`config.mk`:
```
export PLATFORM = sky130hd
export DESIGN_NAME = prim_irq_agg
export DESIGN_NICKNAME = d
export VERILOG_FILES = /design/src/rtl/prim_irq_agg_pkg.sv /design/src/rtl/prim_irq_agg_sync.sv /design/src/rtl/prim_irq_agg_line.sv /design/src/rtl/prim_irq_agg.sv
export SDC_FILE = /design/constraint.sdc
export NUM_CORES = 1
export LEC_CHECK = 0
export BUFFER_PORTS_ARGS = -buffer_cell sky130_fd_sc_hd__buf_4
export CAP_MARGIN = 10
export CELL_PAD_IN_SITES_DETAIL_PLACEMENT = 1
export CELL_PAD_IN_SITES_GLOBAL_PLACEMENT = 2
export CORE_MARGIN = 2
export CORE_UTILIZATION = 34
export DETAILED_ROUTE_END_ITERATION = 10
export PLACE_DENSITY = 0.83
export RECOVER_POWER = 50
export SYNTH_ARGS = -nofsm -noshare
export SYNTH_HDL_FRONTEND = slang
export SYNTH_HIERARCHICAL = 1
export SYNTH_SLANG_ARGS = --single-unit
```
`constraint.sdc`:
```
create_clock -name clk_i -period 1.85 [get_ports clk_i]
set_input_delay 0.185 -clock clk_i [delete_from_list [all_inputs] [get_ports clk_i]]
set_output_delay 0.185 -clock clk_i [all_outputs]
set_load 0.005 [all_outputs]
```
`src/rtl/prim_irq_agg_pkg.sv`:
```
package prim_irq_agg_pkg;
  localparam int unsigned NUM_LINES = 2;
  localparam logic [7:0] OFS_STAT_L0 = 8'h01;
  localparam logic [7:0] OFS_STAT_L1 = 8'h02;
  localparam logic [7:0] OFS_FORCE   = 8'h03;
endpackage

```
`src/rtl/prim_irq_agg_sync.sv`:
```
module prim_irq_agg_sync #(
  parameter int unsigned W      = 8,
  parameter int unsigned STAGES = 2
) (
  input  logic         clk_i,
  input  logic         rst_ni,
  input  logic [W-1:0] d_i,
  output logic [W-1:0] q_o
);
  logic [W-1:0] stg_q [STAGES];

  always_ff @(posedge clk_i or negedge rst_ni) begin
    if (!rst_ni) begin
      for (int i = 0; i < STAGES; i++) stg_q[i] <= '0;
    end else begin
      stg_q[0] <= d_i;
      for (int i = 1; i < STAGES; i++) stg_q[i] <= stg_q[i-1];
    end
  end

  assign q_o = stg_q[STAGES-1];
endmodule

```
`src/rtl/prim_irq_agg_line.sv`:
```
module prim_irq_agg_line #(
  parameter int unsigned W   = 8,
  parameter logic [W-1:0] POP = '1
) (
  input  logic         clk_i,
  input  logic         rst_ni,
  input  logic [W-1:0] pend_i,
  input  logic [W-1:0] force_i,
  output logic [W-1:0] stat_o,
  output logic         irq_no
);
  assign stat_o = (pend_i | force_i) & POP;

  always_ff @(posedge clk_i or negedge rst_ni) begin
    if (!rst_ni) irq_no <= 1'b1;
    else         irq_no <= ~(|stat_o);
  end


  irq_assert_chk: assert property (@(posedge clk_i) disable iff (!rst_ni)
    (|stat_o) |=> !irq_no);

  irq_release_chk: assert property (@(posedge clk_i) disable iff (!rst_ni)
    (stat_o == '0) |=> irq_no);
endmodule

```
`src/rtl/prim_irq_agg.sv`:
```
module prim_irq_agg
  import prim_irq_agg_pkg::*;
#(
  parameter int unsigned NUM_SRC     = 8,
  parameter int unsigned ADDR_W      = 8,
  parameter int unsigned SYNC_STAGES = 2,
  parameter logic [NUM_SRC-1:0] POP_MASK    = 8'h7F,
  parameter logic [NUM_SRC-1:0] SINGLE_MASK = 8'h40
) (
  input  logic               clk_i,
  input  logic               rst_ni,
  input  logic [NUM_SRC-1:0] pend_l0_i,
  input  logic [NUM_SRC-1:0] pend_l1_i,
  input  logic [ADDR_W-1:0]  addr_i,
  input  logic               wr_en_i,
  input  logic [NUM_SRC-1:0] wdata_i,
  output logic [NUM_SRC-1:0] rdata_o,
  output logic               irq1_no,
  output logic               irq2_no
);
  localparam logic [ADDR_W-1:0] A_L0 = ADDR_W'(OFS_STAT_L0);
  localparam logic [ADDR_W-1:0] A_L1 = ADDR_W'(OFS_STAT_L1);
  localparam logic [ADDR_W-1:0] A_FR = ADDR_W'(OFS_FORCE);

  logic [NUM_SRC-1:0] pend_raw [NUM_LINES];
  logic [NUM_SRC-1:0] pend_syn [NUM_LINES];
  logic [NUM_SRC-1:0] pend_rt  [NUM_LINES];
  logic [NUM_SRC-1:0] stat     [NUM_LINES];
  logic [NUM_LINES-1:0] irq_n;
  logic [NUM_SRC-1:0] force_q;

  assign pend_raw[0] = pend_l0_i;
  assign pend_raw[1] = pend_l1_i;

  // single-output modules feed both lines from the line-0 flag
  assign pend_rt[0] = pend_syn[0];
  assign pend_rt[1] = (pend_syn[1] & ~SINGLE_MASK) | (pend_syn[0] & SINGLE_MASK);

  for (genvar l = 0; l < NUM_LINES; l++) begin : g_line
    prim_irq_agg_sync #(.W(NUM_SRC), .STAGES(SYNC_STAGES)) u_sync (
      .clk_i (clk_i),
      .rst_ni(rst_ni),
      .d_i   (pend_raw[l]),
      .q_o   (pend_syn[l])
    );
    prim_irq_agg_line #(.W(NUM_SRC), .POP(POP_MASK)) u_line (
      .clk_i  (clk_i),
      .rst_ni (rst_ni),
      .pend_i (pend_rt[l]),
      .force_i(force_q),
      .stat_o (stat[l]),
      .irq_no (irq_n[l])
    );
  end

  assign irq1_no = irq_n[0];
  assign irq2_no = irq_n[1];

  always_ff @(posedge clk_i or negedge rst_ni) begin
    if (!rst_ni)                          force_q <= '0;
    else if (wr_en_i && addr_i == A_FR)   force_q <= wdata_i & POP_MASK;
  end

  always_comb begin
    unique case (addr_i)
      A_L0:    rdata_o = stat[0];
      A_L1:    rdata_o = stat[1];
      A_FR:    rdata_o = force_q;
      default: rdata_o = '0;
    endcase
  end


  mirror_chk: assert property (@(posedge clk_i) disable iff (!rst_ni)
    ((stat[0] ^ stat[1]) & SINGLE_MASK) == '0);

  unpop_chk: assert property (@(posedge clk_i) disable iff (!rst_ni)
    (rdata_o & ~POP_MASK) == '0);

  force_chk: assert property (@(posedge clk_i) disable iff (!rst_ni)
    ((stat[0] & force_q) == force_q) && ((stat[1] & force_q) == force_q));

  undecoded_chk: assert property (@(posedge clk_i) disable iff (!rst_ni)
    (addr_i != A_L0 && addr_i != A_L1 && addr_i != A_FR) |-> rdata_o == '0);

  force_write_chk: assert property (@(posedge clk_i) disable iff (!rst_ni)
    (wr_en_i && addr_i == A_FR) |=> force_q == ($past(wdata_i) & POP_MASK));
endmodule

```
==> results of run 1 <==
## report_power, final
| part | switching [W] | total, W | internal (W) |
|---|---|---|---|
| Clock | 0.000250 | 0.000550 | 0.000300 |
| Sequential | 0.0000160 | 0.000819 | 0.000802 |
| Combinational | 0.0000707 | 0.000184 | 0.000113 |
## flip-flops by register name (all words and copies together), names as in the netlist
register and count:
g_line.u_sync/stg_q 13, g_line.u_line/irq_no 2, force_q 7, g_line.u_sync/q_o 13
## layout by cell type, fill, tap and decap left out, types with 3 or more instances in the layout
cell type and instances:
mux2_2 14, dlygate4sd3_1 13, or4_1 4, a22oi_1 3
or2_2 7, dfrtp_1 31, clkbuf_8 6, a22oi_2 4
buf_4 33, nor2_1 8, or2_1 6, clkbuf_4 13
## layer usage
layer  wire, um  share of wire  GRT usage  vias to the layer above
met4         59          0.021     0.0641                        0
li1           -              -          -                      470
met2       1530           0.54      0.219                       25
met3        137          0.049     0.0404                        7
met1       1100           0.39      0.139                      481
met5          0              0          0                        -
## worst max-delay path, cell delays in order (launching register included)
cell	delay [ns]
dfrtp_2	0.41
or2_2	0.29
mux2_2	0.27
a22oi_2	0.11
nor2_1	0.08
buf_4	0.15
## per-stage QoR
stage / total power, W / hold WS, ns / setup slack, ns
after detailed placement: 0.000982 / 0.152 / 0.331
after floorplan: 0.000921 / -0.111 / 0.510
after global placement: 0.000974 / 0.145 / 0.370
final: 0.00155 / 0.0356 / 0.0785
after CTS: 0.00156 / 0.000728 / 0.00330
after global routing: 0.00163 / 0.0286 / 0.000894
## how the worst max path moves through the flow
stage / startpoint / end / slack, ns / cells past startpoint
after global routing: g_line[0].u_sync/q_o[6] / rdata_o[6] / 0.0009 / 5
after global placement: force_q[2] / rdata_o[2] / 0.37 / 5
final: force_q[1] / rdata_o[1] / 0.08 / 5
after CTS: force_q[3] / rdata_o[3] / 0.003 / 5
after floorplan: g_line[0].u_sync/q_o[0] / rdata_o[0] / 0.51 / 5
after detailed placement: force_q[1] / rdata_o[1] / 0.33 / 5
## timing repair
action | in CTS | in global routing
resized for setup | 0 | 7
endpoints found under the hold margin | 44 | 1
setup buffers | 0 | 7
setup endpoints to repair | 0 | 7
hold buffers | 12 | 1
## layout make-up
cell class,count,share of cell area
Clock buffer,7,0.0426
Multi-Input combinational cell,61,0.250
Sequential cell,35,0.435
Timing Repair Buffer,60,0.237
Tap cell,52,0.0321
Clock inverter,1,0.00247
==> results.md, run 1 <==
- Status: complete, no violations
- Routed via count: 983
- CTS Sinks: 35
- Cell Area, Synth: 0.00149 mm2
- DRT antenna net count: 0
- Routability cong.: 0.719
- Drt via density: 4.55
- Htree depth: 2
- Layout Nets: 198
- Finished layout cell area: 0.00202 mm2
- CTS tree: done
- Layout cells sized above 1: 0.549
- First-pass GRT wire length: 4.75 mm
- Ant diodes: 0
- # setup viols final: 0
- Max-slew violations: 0
- Detailed placer's ending HPWL: 2.02 mm
- Fin crit share: 0.958
- CP Class: reg -> out
- Starting density of the core: 0.347
- Fill cells: 469
- 1st-iter DRT viols: 21
- Worst path arrival time: 1.59 ns
- RSZ-0062 raised after global routing: no
- Worst setup SP type: flip-flop
- VDD IR max: 0.550 mV
- Worst Hold Class: in -> reg
- Worst R2R End: g_line[0].u_line/irq_no
- Die footprint: 0.00493 mm2
- Reg2Reg Depth: 3
- Drt first pass iters: 4
- Final Hold Fails: 0
- IO Count: 45
- DRC: 0
- P per Cell Area: 767 mW/mm2
- Synth Area per Inst: 13.1 um2
- Placed cell areas: 0.00173 mm2
- Vias in the first global route: 1064
- CTS clk-pin slew, worst paths: 0.06 ns
- Chip height: 70.2 um
- Hold path startpoint: pend_l1_i[2]
- CTS Buf Count: 5
- Hold-critical path depth: 1
- Cell count after synthesis: 114
- Yosys warning count: 6
- Core outline area: 0.00429 mm2
- Area growth syn-to-layout: 35.7%
- Fin crit period: 1.77 ns
- MaxCap Viol Count: 0
- FF+latch area: 881 um2
- Die width: 70.2 um
- End of the worst hold path: g_line[1].u_sync/stg_q[10]
- Detailed Route WL: 2.82 mm
- Max-slew headroom: 0.457
- Worst-Margin Slew: 0.814 ns
- DR WL/cell: 13.1 um
- Sum of negative setup slack: 0 ns
- Setup crit end kind: output port
- Setup slack, reg-to-reg: 0.42 ns
- Multi-input logic area: 507 um2
- Fmax: 0.565 GHz
- Clock Skew: 0.00330 ns
- RR Startpoint: force_q[0]
- Syn nets: 149
- Initial antenna violation count: 0
- Finished Layout Cells: 216
- Crit Path Max Fanout: 4
- Root buffer cell: clkbuf_8
- All-Layer GR Usage: 0.127
- Pleak: 0.935 nW
- Placed cells: 188
- Largest net degree at the start of global routing: 36
- Row count: 24
- Clock buffer depth: 2
- PortBufs: 39
- Final core utilization: 0.471
- Remaining Overflow, GRT: 0
- Worst-Skew Late Latency: 0.28 ns
- Critical Path RT: 1.66 ns
No activity file was read; power rests on OpenSTA's default activity.
==> run 2: changes to the inputs <==
--- a/config.mk
+++ b/config.mk
@@ -12,7 +12,7 @@
 export CORE_MARGIN = 2
 export CORE_UTILIZATION = 34
 export DETAILED_ROUTE_END_ITERATION = 10
-export PLACE_DENSITY = 0.83
+export PLACE_DENSITY_LB_ADDON = 0.1
 export RECOVER_POWER = 50
 export SYNTH_ARGS = -nofsm -noshare
 export SYNTH_HDL_FRONTEND = slang
==> run 2 against run 1 <==
  * Sequential power is essentially flat
  * Clock power grew 26%
  * Sequential cell count is the same
  * Worst setup slack gained 0.00080 ns
  * First-iteration DRC count shrank 9.5%
  * Core utilization grew 0.23 points
  * Register-to-register slack gained 0.02 ns
  * Non-clock buffer count shrank 2
  * Final cell count shrank 0.93%
  * Power grew 9.2%
==> results.md, run 2 (synthesis gave the netlist of run 1 again) <==
- Area growth syn-to-layout: 36.4%
- DRT antenna net count: 0 (unchanged)
- Most frequent cells in the layout: dfrtp_1, buf_4, mux2_2
- Root buffer cell: clkbuf_8
- Final Hold Fails: 0 (unchanged)
- All-Layer GR Usage: 0.136 (+0.00898)
- Routed via count: 978 (-0.51%)
- Critical Path Max Stage Delay: 0.42 ns (about the same)
- Sum of negative setup slack: 0 ns (unchanged)
- CTS Buf Count: 5 (unchanged)
- Fmax: 0.565 GHz (about the same)
- IO Count: 45 (unchanged)
- Drt via density: 4.57 (+0.42%)
- Starting density of the core: 0.347 (unchanged)
- Ant diodes: 0 (unchanged)
- Critical Path RT: 1.66 ns (about the same)
- Worst-Margin Slew: 0.841 ns (+0.0269 ns)
- Die width: 70.2 um (unchanged)
- CP top delay family: flip-flops
- Hold-critical path depth: 1 (unchanged)
- PortBufs: 39 (unchanged)
- First-pass GRT wire length: 5.13 mm (+7.8%)
- 1st-iter DRT viols: 19 (-9.5%)
- Row count: 24 (unchanged)
- VDD IR max: 0.688 mV (+25%)
- Detailed placer's ending HPWL: 2.04 mm (+1.2%)
- P per Cell Area: 833 mW/mm2 (+8.7%)
- CP bufs+invs: 1 (unchanged)
- Crit path max-delay cell type: dfrtp_2
- Die footprint: 0.00493 mm2 (unchanged)
- CP Class: reg -> out
- Routability cong.: 0.707 (-1.6%)
- Reg2Reg Depth: 3 (unchanged)
- Crit Path Max Fanout: 4 (unchanged)
- # setup viols final: 0 (unchanged)
- Setup slack, reg-to-reg: 0.44 ns (+0.02 ns)
- DRC: 0 (unchanged)
- RSZ-0062 raised after global routing: no
- Worst-Skew Late Latency: 0.28 ns (about the same)
- Worst R2R End: g_line[1].u_line/irq_no
- CTS clk-pin slew, worst paths: 0.07 ns (about the same)
- Chip height: 70.2 um (unchanged)
- Vias in the first global route: 1109 (+4.2%)
- Drt first pass iters: 4 (unchanged)
- Worst setup SP type: flip-flop
- Status: complete, no violations
- Clock buffer depth: 2 (unchanged)
- Core outline area: 0.00429 mm2 (unchanged)
- GRT met1 Usage: 0.156 (+0.0163)
- Critical path, cell by cell: or2_2, mux2_2, a22oi_2, nor2_1, buf_4
- RR Startpoint: force_q[0]
- Remaining Overflow, GRT: 0 (unchanged)
- GR Util met3: 0.0404 (unchanged)
- Detailed Route WL: 2.98 mm (+5.4%)
- Setup crit end kind: output port
- Clock Skew: 0.00577 ns (+0.00247 ns)
- MaxCap Viol Count: 0 (unchanged)
- Layout cells sized above 1: 0.543 (-0.00557)
- GR Util met2: 0.238 (+0.0189)
- Layout Nets: 196 (-1.0%)
- Hold path startpoint: pend_l0_i[4]
- Htree depth: 2 (unchanged)
- DR WL/cell: 13.9 um (+6.4%)
- Worst hold slack: 0.0354 ns (-0.000144 ns)
- Initial antenna violation count: 0 (unchanged)
- Fin crit share: 0.957 (about the same)
- CTS Sinks: 35 (unchanged)
- CTS tree: done
- Worst Hold Class: in -> reg
- Commonest non-fill, non-tap cell in the layout: dfrtp_1
- Max-slew violations: 0 (unchanged)
- Largest net degree at the start of global routing: 36 (unchanged)
- Fin crit period: 1.77 ns (-0.000805 ns)
- Pleak: 0.938 nW (+0.41%)
- Top Usage Layer GRT: met2
- Worst path arrival time: 1.59 ns (about the same)
- Max-slew headroom: 0.439 (-0.0179)
- End of the worst hold path: g_line[0].u_sync/stg_q[12]
run 2: what timing repair did:
item                                    CTS  global route
resized for setup                         0             7
endpoints found under the hold margin    44             1
endpoints found under the setup margin    0             4
hold buffers                             12             1
buffers inserted                          0             5
run 2: report_power, final:
| group | total (W) | switching (W) | internal [W] |
|---|---|---|---|
| logic | 0.000180 | 0.0000690 | 0.000111 |
| registers | 0.000820 | 0.0000177 | 0.000802 |
| clock network | 0.000695 | 0.000260 | 0.000436 |
run 2: worst register-to-register path: cells and delay by family (launching register included):
| kind | cells | cell delay [ns] |
|---|---|---|
| simple gates | 2 | 0.81 |
| flops | 1 | 0.38 |
| buf+inv | 1 | 0.14 |
run 2: worst max-delay path by stage:
stage | cells after the start | from | to | slack (ns)
floorplan | 5 | g_line[0].u_sync/q_o[0] | rdata_o[0] | 0.51
global placement | 5 | force_q[1] | rdata_o[1] | 0.35
detailed placement | 5 | force_q[1] | rdata_o[1] | 0.33
CTS | 5 | force_q[1] | rdata_o[1] | 0.006
global route | 5 | force_q[6] | rdata_o[6] | 0.004
finish | 5 | force_q[2] | rdata_o[2] | 0.08
run 2: routing by layer:
layer / share of wire / routed length [um] / vias to the layer above
li1: - / - / 465
met1: 0.42 / 1240 / 486
met2: 0.54 / 1600 / 23
met3: 0.036 / 107 / 4
met4: 0.011 / 32 / 0
met5: 0 / 0 / -
run 2: layout make-up:
| class | instances | area (um2) |
|---|---|---|
| clock buffer | 6 | 82.6 |
| fill | 459 | 2260 |
| timing repair buffer | 58 | 465 |
| tap | 52 | 65.1 |
| multi-input combinational | 61 | 507 |
| clock inverter | 2 | 35.0 |
| sequential | 35 | 880 |
run 2: metrics by stage:
step                instances  setup slack (ns)  power (W)   util  cell area [um2]
floorplan                 114             0.510   0.000921      -             1490
global placement          188             0.347   0.000977  0.402             1730
detailed placement        188             0.331   0.000983  0.402             1730
CTS                       208           0.00578    0.00171  0.458             1970
global route              214           0.00353    0.00177  0.474             2030
finish                    214            0.0793    0.00170  0.474             2030
==> run 3: changes to the inputs <==
--- a/config.mk
+++ b/config.mk
@@ -8,9 +8,9 @@
 export BUFFER_PORTS_ARGS = -buffer_cell sky130_fd_sc_hd__buf_4
 export CAP_MARGIN = 10
 export CELL_PAD_IN_SITES_DETAIL_PLACEMENT = 1
-export CELL_PAD_IN_SITES_GLOBAL_PLACEMENT = 2
+export CELL_PAD_IN_SITES_GLOBAL_PLACEMENT = 1
 export CORE_MARGIN = 2
-export CORE_UTILIZATION = 34
+export CORE_UTILIZATION = 41
 export DETAILED_ROUTE_END_ITERATION = 10
 export PLACE_DENSITY_LB_ADDON = 0.1
 export RECOVER_POWER = 50
==> run 3 against run 2 <==
  * Die area fell by 16%
  * Critical path type unchanged
  * Sequential cell count is the same
  * Power is 5.7% lower
  * Via count is 3.2% higher
==> results.md, run 3 (synthesis gave the netlist of run 1 again) <==
- Setup slack, reg-to-reg: 0.43 ns (about the same)
- Worst setup SP type: flip-flop
- Starting density of the core: 0.437 (+0.0893)
- RSZ-0062 raised after global routing: yes
- PortBufs: 39 (unchanged)
- Die footprint: 0.00414 mm2 (-16%)
- Initial antenna violation count: 0 (unchanged)
- Clock Skew: 0.00718 ns (+0.00141 ns)
- Pleak: 0.967 nW (+3.1%)
- Max-slew headroom: 0.448 (+0.00841)
- DR WL/cell: 14.4 um (+3.6%)
- Drt via density: 4.76 (+4.1%)
- Crit Path Max Fanout: 2 (-2)
- Fin crit period: 1.80 ns (+0.0279 ns)
- First-pass GRT wire length: 5.22 mm (+1.8%)
- Status: complete, no violations
- Row count: 21 (-13%)
- Reg2Reg Depth: 3 (unchanged)
- Worst-Margin Slew: 0.828 ns (-0.0126 ns)
- CP top delay family: flip-flops
- CP bufs+invs: 1 (unchanged)
- CTS tree: done
- Routed via count: 1009 (+3.2%)
- Fmax: 0.556 GHz (-1.6%)
- Layout Nets: 200 (+2.0%)
- Vias in the first global route: 1146 (+3.3%)
- Worst-Skew Late Latency: 0.33 ns (+0.05 ns)
- Critical Path Max Stage Delay: 0.41 ns (about the same)
- Setup crit end kind: output port
- 1st-iter DRT viols: 27 (+8)
- Remaining Overflow, GRT: 0 (unchanged)
- Detailed Route WL: 3.05 mm (+2.6%)
- # setup viols final: 0 (unchanged)
- Hold path startpoint: wdata_i[3]
- Pwr Total: 0.00160 W (-5.7%)
- Finished layout cell area: 0.00206 mm2 (+1.4%)
- Detailed placer's ending HPWL: 2.01 mm (-1.6%)
- CTS clk-pin slew, worst paths: 0.11 ns (+0.04 ns)
- Placed cell areas: 0.00173 mm2 (unchanged)
- Worst Hold Class: in -> reg
- Worst path arrival time: 1.61 ns (+0.02 ns)
- Fin crit share: 0.972 (+0.0151)
- Area growth syn-to-layout: 38.3%
- RR Startpoint: force_q[6]
- VDD IR max: 0.424 mV (-38%)
- Largest net degree at the start of global routing: 36 (unchanged)
- Die width: 64.3 um (-8.4%)
- Worst R2R End: g_line[0].u_line/irq_no
- Hold-critical path depth: 2 (+1)
- Critical path, cell by cell: or2_4, mux2_4, a22oi_2, nor2_1, buf_4
- CTS Sinks: 35 (unchanged)
- DRT antenna net count: 0 (unchanged)
- Clock buffer depth: 2 (unchanged)
- Max-slew violations: 0 (unchanged)
- Routability cong.: 0.755 (+6.7%)
- P per Cell Area: 776 mW/mm2 (-6.9%)
- Root buffer cell: clkbuf_4
- Crit path max-delay cell type: dfrtp_1
- All-Layer GR Usage: 0.172 (+0.0360)
- CTS Buf Count: 5 (unchanged)
- Commonest non-fill, non-tap cell in the layout: buf_4
- Layout cells sized above 1: 0.548 (+0.00498)
- MaxCap Viol Count: 0 (unchanged)
- Drt first pass iters: 2 (-2)
- Htree depth: 2 (unchanged)
- DRC: 0 (unchanged)
- IO Count: 45 (unchanged)
- End of the worst hold path: force_q[3]
- Ant diodes: 0 (unchanged)
- Most frequent cells in the layout: buf_4, dfrtp_1, clkbuf_4
- Fill cells: 363 (-21%)
- CP Class: reg -> out
- Critical Path RT: 1.66 ns (about the same)
- Core outline area: 0.00342 mm2 (-20%)
- Chip height: 64.3 um (-8.4%)
- Final Hold Fails: 0 (unchanged)
run 3: cell count changes in the layout (fill, tap and decap cells not counted), sizes merged:
cell and delta:
buf +3, clkinv -1, dlygate4sd3 +1, inv +1
run 3: cell type report:
cell class              instances  area [um2]  share of cell area
clock inverters                 2        38.8              0.0188
well taps                      46        57.6              0.0279
repair buffers                 62         498               0.242
clock buffers                   6        51.3              0.0249
multi-input cells              61         538               0.261
flip-flops and latches         35         878               0.426
run 3: worst max-delay path by stage:
stage | from | to | slack [ns] | depth (start not counted)
after floorplan | g_line[0].u_sync/q_o[0] | rdata_o[0] | 0.51 | 5
after global placement | force_q[2] | rdata_o[2] | 0.38 | 5
after detailed placement | force_q[6] | rdata_o[6] | 0.35 | 5
after CTS | force_q[5] | rdata_o[5] | 0.003 | 5
after global routing | force_q[6] | rdata_o[6] | -0.04 | 5
final | g_line[0].u_sync/q_o[5] | rdata_o[5] | 0.05 | 5
run 3: per-stage QoR:
step | util | TNS (ns) | instances | worst slack (ns) | hold WS [ns]
after floorplan | - | 0 | 114 | 0.510 | -0.111
after global placement | 0.506 | 0 | 183 | 0.376 | 0.147
after detailed placement | 0.506 | 0 | 183 | 0.346 | 0.155
after CTS | 0.586 | 0 | 211 | 0.00292 | 0.0563
after global routing | 0.604 | -0.114 | 212 | -0.0381 | 0.0558
final | 0.604 | 0 | 212 | 0.0514 | 0.0764
run 3: report_power, final:
group | leakage [nW] | switching (W) | internal, W
clock | 0.0489 | 0.000253 | 0.000326
combinational | 0.498 | 0.0000783 | 0.000125
sequential | 0.420 | 0.0000155 | 0.000801
total | 0.967 | 0.000347 | 0.00125
run 3: timing repair:
action | in CTS | in global routing
setup buffers | 6 | 1
hold buffers | 14 | 0
hold endpoints to repair | 46 | 0
resized for setup | 0 | 14
setup endpoints to repair | 6 | 6
pin swaps | 0 | 13
run 3: layer usage:
| layer | wire, um | part of all wire | vias up | GRT usage |
|---|---|---|---|---|
| met4 | 67 | 0.022 | 0 | 0.0718 |
| met1 | 1210 | 0.40 | 494 | 0.188 |
| met5 | 0 | 0 | - | 0 |
| met2 | 1610 | 0.53 | 32 | 0.299 |
| li1 | - | - | 476 | - |
| met3 | 168 | 0.055 | 7 | 0.0634 |
